### src/rtl/spm_pkg.sv
package spm_pkg;
  typedef enum logic [2:0] {
    S_IDLE  = 3'd0,
    S_ALLOC = 3'd1,
    S_INV   = 3'd2,
    S_RD    = 3'd3,
    S_WR    = 3'd4,
    S_FIN   = 3'd5,
    S_RSP   = 3'd6
  } spm_state_e;
endpackage

### src/rtl/spm_dest_pick.sv
module spm_dest_pick #(
  parameter int NUM_MOD = 3,
  parameter int MOD_W   = 2
) (
  input  logic             clk,
  input  logic             rst_n,
  input  logic             take,
  input  logic [MOD_W-1:0] sel_in,
  output logic [MOD_W-1:0] dest_out
);
  logic [MOD_W-1:0] ptr_q, ptr_d;
  logic             auto_sel;
  logic             ptr_en;

  assign auto_sel = (sel_in == '0);
  assign dest_out = auto_sel ? ptr_q : sel_in;
  assign ptr_en   = take && auto_sel;

  always_comb begin
    ptr_d = ptr_q;
    if (ptr_en) begin
      ptr_d = (ptr_q == MOD_W'(NUM_MOD)) ? MOD_W'(1) : ptr_q + MOD_W'(1);
    end
  end

  always_ff @(posedge clk or negedge rst_n) begin
    if (!rst_n) ptr_q <= MOD_W'(1);
    else if (ptr_en) ptr_q <= ptr_d;
  end

  // the rotation pointer always names a real module
  a_r3_ptr_range: assert property (@(posedge clk) disable iff (!rst_n)
    (ptr_q != '0) && (ptr_q <= MOD_W'(NUM_MOD)));
endmodule

### src/rtl/spm_walk.sv
module spm_walk #(
  parameter int PAGE_WORDS = 1024,
  parameter int CNT_W      = 4,
  localparam int OFF_W     = $clog2(PAGE_WORDS)
) (
  input  logic             clk,
  input  logic             rst_n,
  input  logic             clr,
  input  logic             wstep,
  input  logic             pstep,
  input  logic [CNT_W-1:0] npages,
  output logic [OFF_W-1:0] word,
  output logic [CNT_W-1:0] page,
  output logic             last_word,
  output logic             last_page
);
  logic [OFF_W-1:0] word_d;
  logic [CNT_W-1:0] page_d;
  logic             en;

  assign last_word = (word == OFF_W'(PAGE_WORDS - 1));
  assign last_page = (page == npages - CNT_W'(1));
  assign en        = clr || wstep || pstep;

  always_comb begin
    word_d = word;
    page_d = page;
    if (clr) begin
      word_d = '0;
      page_d = '0;
    end else if (pstep) begin
      word_d = '0;
      page_d = page + CNT_W'(1);
    end else if (wstep) begin
      if (last_word) begin
        word_d = '0;
        page_d = page + CNT_W'(1);
      end else begin
        word_d = word + OFF_W'(1);
      end
    end
  end

  always_ff @(posedge clk or negedge rst_n) begin
    if (!rst_n) begin
      word <= '0;
      page <= '0;
    end else if (en) begin
      word <= word_d;
      page <= page_d;
    end
  end

  // the page index never steps past the last page of the run
  a_r5_no_page_overrun: assert property (@(posedge clk) disable iff (!rst_n)
    (wstep && !clr && last_word && last_page) |-> 1'b0);
endmodule

### src/rtl/spm_top.sv
module spm_top
  import spm_pkg::*;
#(
  parameter int NUM_MOD    = 3,
  parameter int MOD_W      = 2,
  parameter int VPN_W      = 12,
  parameter int PPN_W      = 10,
  parameter int CNT_W      = 4,
  parameter int PAGE_WORDS = 1024,
  parameter int DATA_W     = 32,
  localparam int OFF_W     = $clog2(PAGE_WORDS),
  localparam int ADDR_W    = PPN_W + OFF_W
) (
  input  logic              clk,
  input  logic              rst_n,
  input  logic              cmd_valid,
  input  logic              cmd_move,
  input  logic [MOD_W-1:0]  cmd_mod,
  input  logic [VPN_W-1:0]  cmd_vpn,
  input  logic [CNT_W-1:0]  cmd_npages,
  output logic              busy,
  output logic              alloc_req,
  output logic [MOD_W-1:0]  alloc_mod,
  output logic [CNT_W-1:0]  alloc_npages,
  input  logic              alloc_done,
  input  logic              alloc_ok,
  input  logic [PPN_W-1:0]  alloc_src_ppn,
  input  logic [PPN_W-1:0]  alloc_dst_ppn,
  input  logic [VPN_W-1:0]  alloc_dst_vpn,
  output logic              inv_valid,
  output logic [VPN_W-1:0]  inv_vpn,
  output logic              mem_rd_en,
  output logic [ADDR_W-1:0] mem_rd_addr,
  input  logic [DATA_W-1:0] mem_rd_data,
  output logic              mem_wr_en,
  output logic [ADDR_W-1:0] mem_wr_addr,
  output logic [DATA_W-1:0] mem_wr_data,
  output logic              free_valid,
  output logic [PPN_W-1:0]  free_ppn,
  output logic              pt_upd_valid,
  output logic [VPN_W-1:0]  pt_upd_vpn,
  output logic [PPN_W-1:0]  pt_upd_ppn,
  input  logic              acc_req,
  input  logic [VPN_W-1:0]  acc_vpn,
  output logic              acc_hold,
  output logic              rsp_valid,
  output logic              rsp_ok,
  output logic [VPN_W-1:0]  rsp_vpn
);
  spm_state_e st_q, st_d;

  logic             r_move, r_ok;
  logic [MOD_W-1:0] r_mod;
  logic [VPN_W-1:0] r_vpn, r_dvpn;
  logic [CNT_W-1:0] r_n;
  logic [PPN_W-1:0] r_src, r_dst;

  logic take_cmd, take_alloc, ok_en, ok_d;
  logic w_clr, w_step, p_step;
  logic [MOD_W-1:0] dest_sel;
  logic [OFF_W-1:0] word;
  logic [CNT_W-1:0] page;
  logic last_word, last_page;
  logic [PPN_W-1:0] src_cur, dst_cur;
  logic [VPN_W-1:0] vpn_cur, acc_off;
  logic in_flight;

  spm_dest_pick #(.NUM_MOD(NUM_MOD), .MOD_W(MOD_W)) u_pick (
    .clk(clk), .rst_n(rst_n),
    .take(take_cmd && (cmd_npages != '0)),
    .sel_in(cmd_mod), .dest_out(dest_sel)
  );

  spm_walk #(.PAGE_WORDS(PAGE_WORDS), .CNT_W(CNT_W)) u_walk (
    .clk(clk), .rst_n(rst_n), .clr(w_clr), .wstep(w_step), .pstep(p_step),
    .npages(r_n), .word(word), .page(page),
    .last_word(last_word), .last_page(last_page)
  );

  always_comb begin
    st_d = st_q; take_cmd = 1'b0; take_alloc = 1'b0;
    ok_en = 1'b0; ok_d = 1'b0;
    w_clr = 1'b0; w_step = 1'b0; p_step = 1'b0;
    case (st_q)
      S_IDLE: if (cmd_valid) begin
        take_cmd = 1'b1; w_clr = 1'b1;
        if (cmd_npages == '0) begin st_d = S_RSP; ok_en = 1'b1; end
        else st_d = S_ALLOC;
      end
      S_ALLOC: if (alloc_done) begin
        w_clr = 1'b1;
        if (!alloc_ok) begin st_d = S_RSP; ok_en = 1'b1; end
        else begin take_alloc = 1'b1; st_d = r_move ? S_INV : S_RD; end
      end
      S_INV: if (last_page) begin w_clr = 1'b1; st_d = S_RD; end
             else p_step = 1'b1;
      S_RD: st_d = S_WR;
      S_WR: if (last_word && last_page) begin
        w_clr = 1'b1;
        if (r_move) st_d = S_FIN;
        else begin st_d = S_RSP; ok_en = 1'b1; ok_d = 1'b1; end
      end else begin
        w_step = 1'b1; st_d = S_RD;
      end
      S_FIN: if (last_page) begin st_d = S_RSP; ok_en = 1'b1; ok_d = 1'b1; end
             else p_step = 1'b1;
      S_RSP: st_d = S_IDLE;
      default: st_d = S_IDLE;
    endcase
  end

  always_ff @(posedge clk or negedge rst_n) begin
    if (!rst_n) begin
      st_q <= S_IDLE; r_move <= 1'b0; r_mod <= '0; r_vpn <= '0; r_n <= '0;
      r_src <= '0; r_dst <= '0; r_dvpn <= '0; r_ok <= 1'b0;
    end else begin
      st_q <= st_d;
      if (take_cmd) begin
        r_move <= cmd_move; r_mod <= dest_sel; r_vpn <= cmd_vpn; r_n <= cmd_npages;
      end
      if (take_alloc) begin
        r_src <= alloc_src_ppn; r_dst <= alloc_dst_ppn; r_dvpn <= alloc_dst_vpn;
      end
      if (ok_en) r_ok <= ok_d;
    end
  end

  assign src_cur   = r_src + PPN_W'(page);
  assign dst_cur   = r_dst + PPN_W'(page);
  assign vpn_cur   = r_vpn + VPN_W'(page);
  assign in_flight = (st_q != S_IDLE) && (st_q != S_RSP);
  assign acc_off   = acc_vpn - r_vpn;

  assign busy         = (st_q != S_IDLE);
  assign alloc_req    = (st_q == S_ALLOC);
  assign alloc_mod    = r_mod;
  assign alloc_npages = r_n;
  assign inv_valid    = (st_q == S_INV);
  assign inv_vpn      = vpn_cur;
  assign mem_rd_en    = (st_q == S_RD);
  assign mem_rd_addr  = {src_cur, word};
  assign mem_wr_en    = (st_q == S_WR);
  assign mem_wr_addr  = {dst_cur, word};
  assign mem_wr_data  = mem_rd_data;
  assign free_valid   = (st_q == S_FIN);
  assign free_ppn     = src_cur;
  assign pt_upd_valid = (st_q == S_FIN);
  assign pt_upd_vpn   = vpn_cur;
  assign pt_upd_ppn   = dst_cur;
  assign acc_hold     = acc_req && r_move && in_flight && (acc_off < VPN_W'(r_n));
  assign rsp_valid    = (st_q == S_RSP);
  assign rsp_ok       = r_ok;
  assign rsp_vpn      = r_ok ? (r_move ? r_vpn : r_dvpn) : '0;

  // tracks whether any write happened since the last acceptance
  logic wr_seen;
  always_ff @(posedge clk or negedge rst_n) begin
    if (!rst_n) wr_seen <= 1'b0;
    else if (take_cmd) wr_seen <= 1'b0;
    else if (mem_wr_en) wr_seen <= 1'b1;
  end

  // a failed command has written nothing
  a_r8_fail_no_write: assert property (@(posedge clk) disable iff (!rst_n)
    (rsp_valid && !rsp_ok) |-> !wr_seen);
  // each write directly follows its read
  a_r5_wr_after_rd: assert property (@(posedge clk) disable iff (!rst_n)
    mem_wr_en |-> $past(mem_rd_en));
  // the response closes the command
  a_r9_rsp_ends_busy: assert property (@(posedge clk) disable iff (!rst_n)
    rsp_valid |=> !busy && !rsp_valid);
  // holding only happens while a command runs
  a_r10_hold_only_busy: assert property (@(posedge clk) disable iff (!rst_n)
    acc_hold |-> busy && !rsp_valid);
  // the allocator is only ever asked for a real module
  a_r2_alloc_mod_real: assert property (@(posedge clk) disable iff (!rst_n)
    alloc_req |-> (alloc_mod != '0) && (alloc_mod <= MOD_W'(NUM_MOD)) && (alloc_npages != '0));
endmodule

### config.mk
export PLATFORM = sky130hd
export DESIGN_NAME = spm_top
export DESIGN_NICKNAME = d
export VERILOG_FILES = /design/src/rtl/spm_pkg.sv /design/src/rtl/spm_dest_pick.sv /design/src/rtl/spm_walk.sv /design/src/rtl/spm_top.sv
export SDC_FILE = /design/constraint.sdc
export NUM_CORES = 1
export LEC_CHECK = 0
export ABC_AREA = 1
export BUFFER_PORTS_ARGS = -buffer_cell sky130_fd_sc_hd__buf_2
export CAP_MARGIN = 20
export CORE_UTILIZATION = 25
export CTS_CLUSTER_DIAMETER = 150
export DETAILED_ROUTE_END_ITERATION = 10
export PLACE_DENSITY = 0.47
export SYNTH_ARGS = -nofsm -noshare
export SYNTH_HDL_FRONTEND = slang
export SYNTH_SLANG_ARGS = --single-unit
### constraint.sdc
create_clock -name clk -period 5.51 [get_ports clk]
set_input_delay 1.102 -clock clk [delete_from_list [all_inputs] [get_ports clk]]
set_output_delay 1.102 -clock clk [all_outputs]
set_load 0.02 [all_outputs]
==> flow_metrics.py <==
metrics = {
    "cts": {
        "cts_root_buf": "clkbuf_16",
        "path_clk_slew_ns": 0.06,
        "cts_setup_buffers": 0,
        "numCtsBuffers": 9,
        "ctsLongestPathBuffers": 2,
        "cts_htree_levels": 3,
        "cts_tree": "done",
        "cts_sinks": 71,
        "ctsResizeCount": 0,
        "hold_buffers": 0,
        "clk_latency_ns": 0.34,
    },
    "routing": {
        "drcViolationCount": 20,
        "drt-initial-drc-count": 226,
        "ant_nets": 0,
        "via_count": 4826,
        "dr.pass1.iters": 11,
        "wire_per_inst_um": 14.5,
        "viasPerCell": 4.35,
        "wl_mm": 16.1,
    },
    "power_and_ir_drop": {
        "ir_drop_v": 0.000233,
        "p_per_area_nw_per_um2": 578,
        "leakage_uw": 0.00359,
    },
    "synthesis": {
        "synthCells": 720,
        "yosysMostFrequentCell": "nand2_1",
        "syn_nets": 855,
        "syn-cell-area_um2": 5660,
        "synthTopCellsByArea": "dfrtp_1 31%, buf_4 10%, nand2_1 9.6%",
        "syn_avg_cell_area_um2": 7.86,
        "synth_cell_types": 45,
        "synth-async-reset-ratio_pct": 100,
        "synth_edf_count": 0,
        "yosysSeqAreaShare_pct": 31.4,
        "synth_seq_cells": 71,
        "ys_top_cells_by_count": "145 x nand2_1, 89 x inv_1, 75 x buf_4, 70 x dfrtp_1, 40 x nand3_1",
        "yosysWarnings": 0,
        "ys.flop_type": "dfrtp_1",
        "synth_top_area_cell": "dfrtp_1",
        "synth_top_cell_area_share_pct": 31.0,
    },
    "sta": {
        "clock_skew_ns": 0.00549,
        "fin_crit_ns": 4.26,
        "post-route-period-util_pct": 77.4,
        "fin_tns_setup_ns": 0,
        "timing.fmax_ghz": 0.235,
        "maxSlewHeadroom_pct": 35.5,
        "worst_slack_ns": 1.25,
        "hold_ws_ns": 0.484,
        "tightest_slew_ns": 0.967,
        "rsz0062_at_grt": "false",
        "hold_violations": 0,
        "setup_viol": 0,
        "slew_violations": 0,
    },
    "layout": {
        "nets": 960,
        "finalNonFillerCells": 1110,
        "final_area_um2": 6570,
        "drive_gt1_share_pct": 29.0,
        "area_delta_synth_final_pct": 16.1,
        "nFillCells": 2454,
        "diodes": 0,
    },
    "critical_path": {
        "cp.required_ns": 4.41,
        "r2r_cells": 8,
        "cp_max_fo": 6,
        "critPathCaptureType": "output pin",
        "crit_path_start_kind": "input pin",
        "path_class": "input pin to output pin",
        "cp.arrival_ns": 3.16,
    },
    "outcome": {
        "status": "finished with violations",
        "violations": "design-rule violations",
    },
    "die": {
        "start_util_pct": 25.7,
        "core_um2": 22000,
        "dieArea_um2": 23200,
        "die_y_um": 152,
        "io_pins": 245,
        "rows": 54,
        "die-width_um": 152,
    },
    "global_routing": {
        "antenna_found_initial": 0,
        "grt_max_degree": 72,
        "grt_pass1_vias": 4644,
        "grt_usage_pct": 14.3,
        "grt-ovfl-total": 0,
        "grt_pass1_wl_mm": 25.9,
    },
    "placement": {
        "place_ws_ns": 1.25,
        "portBuffers": 180,
        "place_congestion": 0.863,
        "dpl.cell_count": 1094,
        "hpwl_mm": 12.6,
        "placed_area_um2": 6300,
    },
    "run": {
        "max_cap_viol_count": 0,
    },
    "worst_hold_path": {
        "holdCritPathClass": "flop to flop",
        "whs_path_depth": 1,
    },
}
==> worst paths after layout <==
check	start	endpoint	slack, ns
setup reg to reg	st_q[1]$_DFFE_PN0P_	u_pick.ptr_q[1]$_DFFE_PN0P_	3.35
setup / recovery	acc_vpn[2]	acc_hold	1.25
min in group asynchronous	rst_n	u_walk.word[2]$_DFFE_PN0P_	0.92
max in group asynchronous	rst_n	r_vpn[10]$_DFFE_PN0P_	3.97
hold / removal	r_dvpn[3]$_DFFE_PN0P_	r_dvpn[3]$_DFFE_PN0P_	0.48
hold reg to reg	r_dvpn[3]$_DFFE_PN0P_	r_dvpn[3]$_DFFE_PN0P_	0.48
==> critical path, cell delays in order <==
cell,delay [ns]
buf_2,0.10
ha_1,0.37
nand2_1,0.10
nand2_1,0.06
inv_1,0.05
nand2_1,0.12
xnor2_1,0.17
inv_1,0.06
ha_1,0.29
a21oi_1,0.15
o21a_1,0.14
nand4_1,0.14
nor2_1,0.13
buf_2,0.18
==> flip-flops by register name (all words and copies together) (netlist names) <==
signal and count:
alloc_mod 2, r_move 1, rsp_ok 1, r_src 10, u_walk.page 4, u_walk.word 10
r_dvpn 12, alloc_npages 4, u_pick.ptr_q 2, st_q 3, r_dst 10, r_vpn 12
==> stage by stage <==
step | utilization [%] | total power, uW
after CTS | 29.8 | 3870
final | 29.8 | 3800
after global routing | 29.8 | 4150
after detailed placement | 28.6 | 3280
after floorplan | - | 2790
after global placement | 28.6 | 3280
==> per-layer routing <==
metal  vias up  share of wire (%)  GRT usage [%]
li1       2467                  -              -
met1      2173                 48           19.9
met3        18                5.8           2.62
met5         -                  0              0
met2       168                 45           22.9
met4         0                1.1           3.70
==> layout make-up <==
type	instances	area, um2	share of cell area [%]
well taps	280	350	5.33
inverters	104	393	5.98
flip-flops and latches	71	1780	27.1
repair buffers	181	911	13.9
clock inverters	1	5.00	0.0762
clock buffers	15	268	4.08
multi-input cells	458	2870	43.6
==> where the power goes <==
part / leakage, uW / switching (uW) / internal [uW]
registers: 0.000880 / 199 / 732
clock network: 0.000134 / 224 / 330
logic: 0.00258 / 1550 / 766
==> cells in the final DEF, fill, tap and decap left out, drive strengths merged, types with 4 or more instances in the layout <==
cell type / n
xnor2: 6
nor2: 39
nand4: 20
nand2: 153
nor3: 12
nand3: 45
a21oi: 37
dfrtp: 70
mux2: 24
fa: 4
o21ai: 41
inv: 103
nand3b: 4
xor2: 30
ha: 30
clkbuf: 15
buf: 181
==> kinds of logic (layout without fill, tap and decap cells) <==
family | after synthesis | count (layout) | synth area share [%]
AO/OA/AOI/OAI | 86 | 86 | 8.23
AND/OR/NAND/NOR | 278 | 278 | 23.9
multiplexers | 24 | 24 | 4.78
XOR/XNOR | 36 | 36 | 5.57
flip-flops | 71 | 71 | 31.4
buffers and inverters | 191 | 301 | 18.0
adder cells (fa/ha/maj) | 34 | 34 | 8.05
Note: power is estimated with default switching activity, not from simulation.
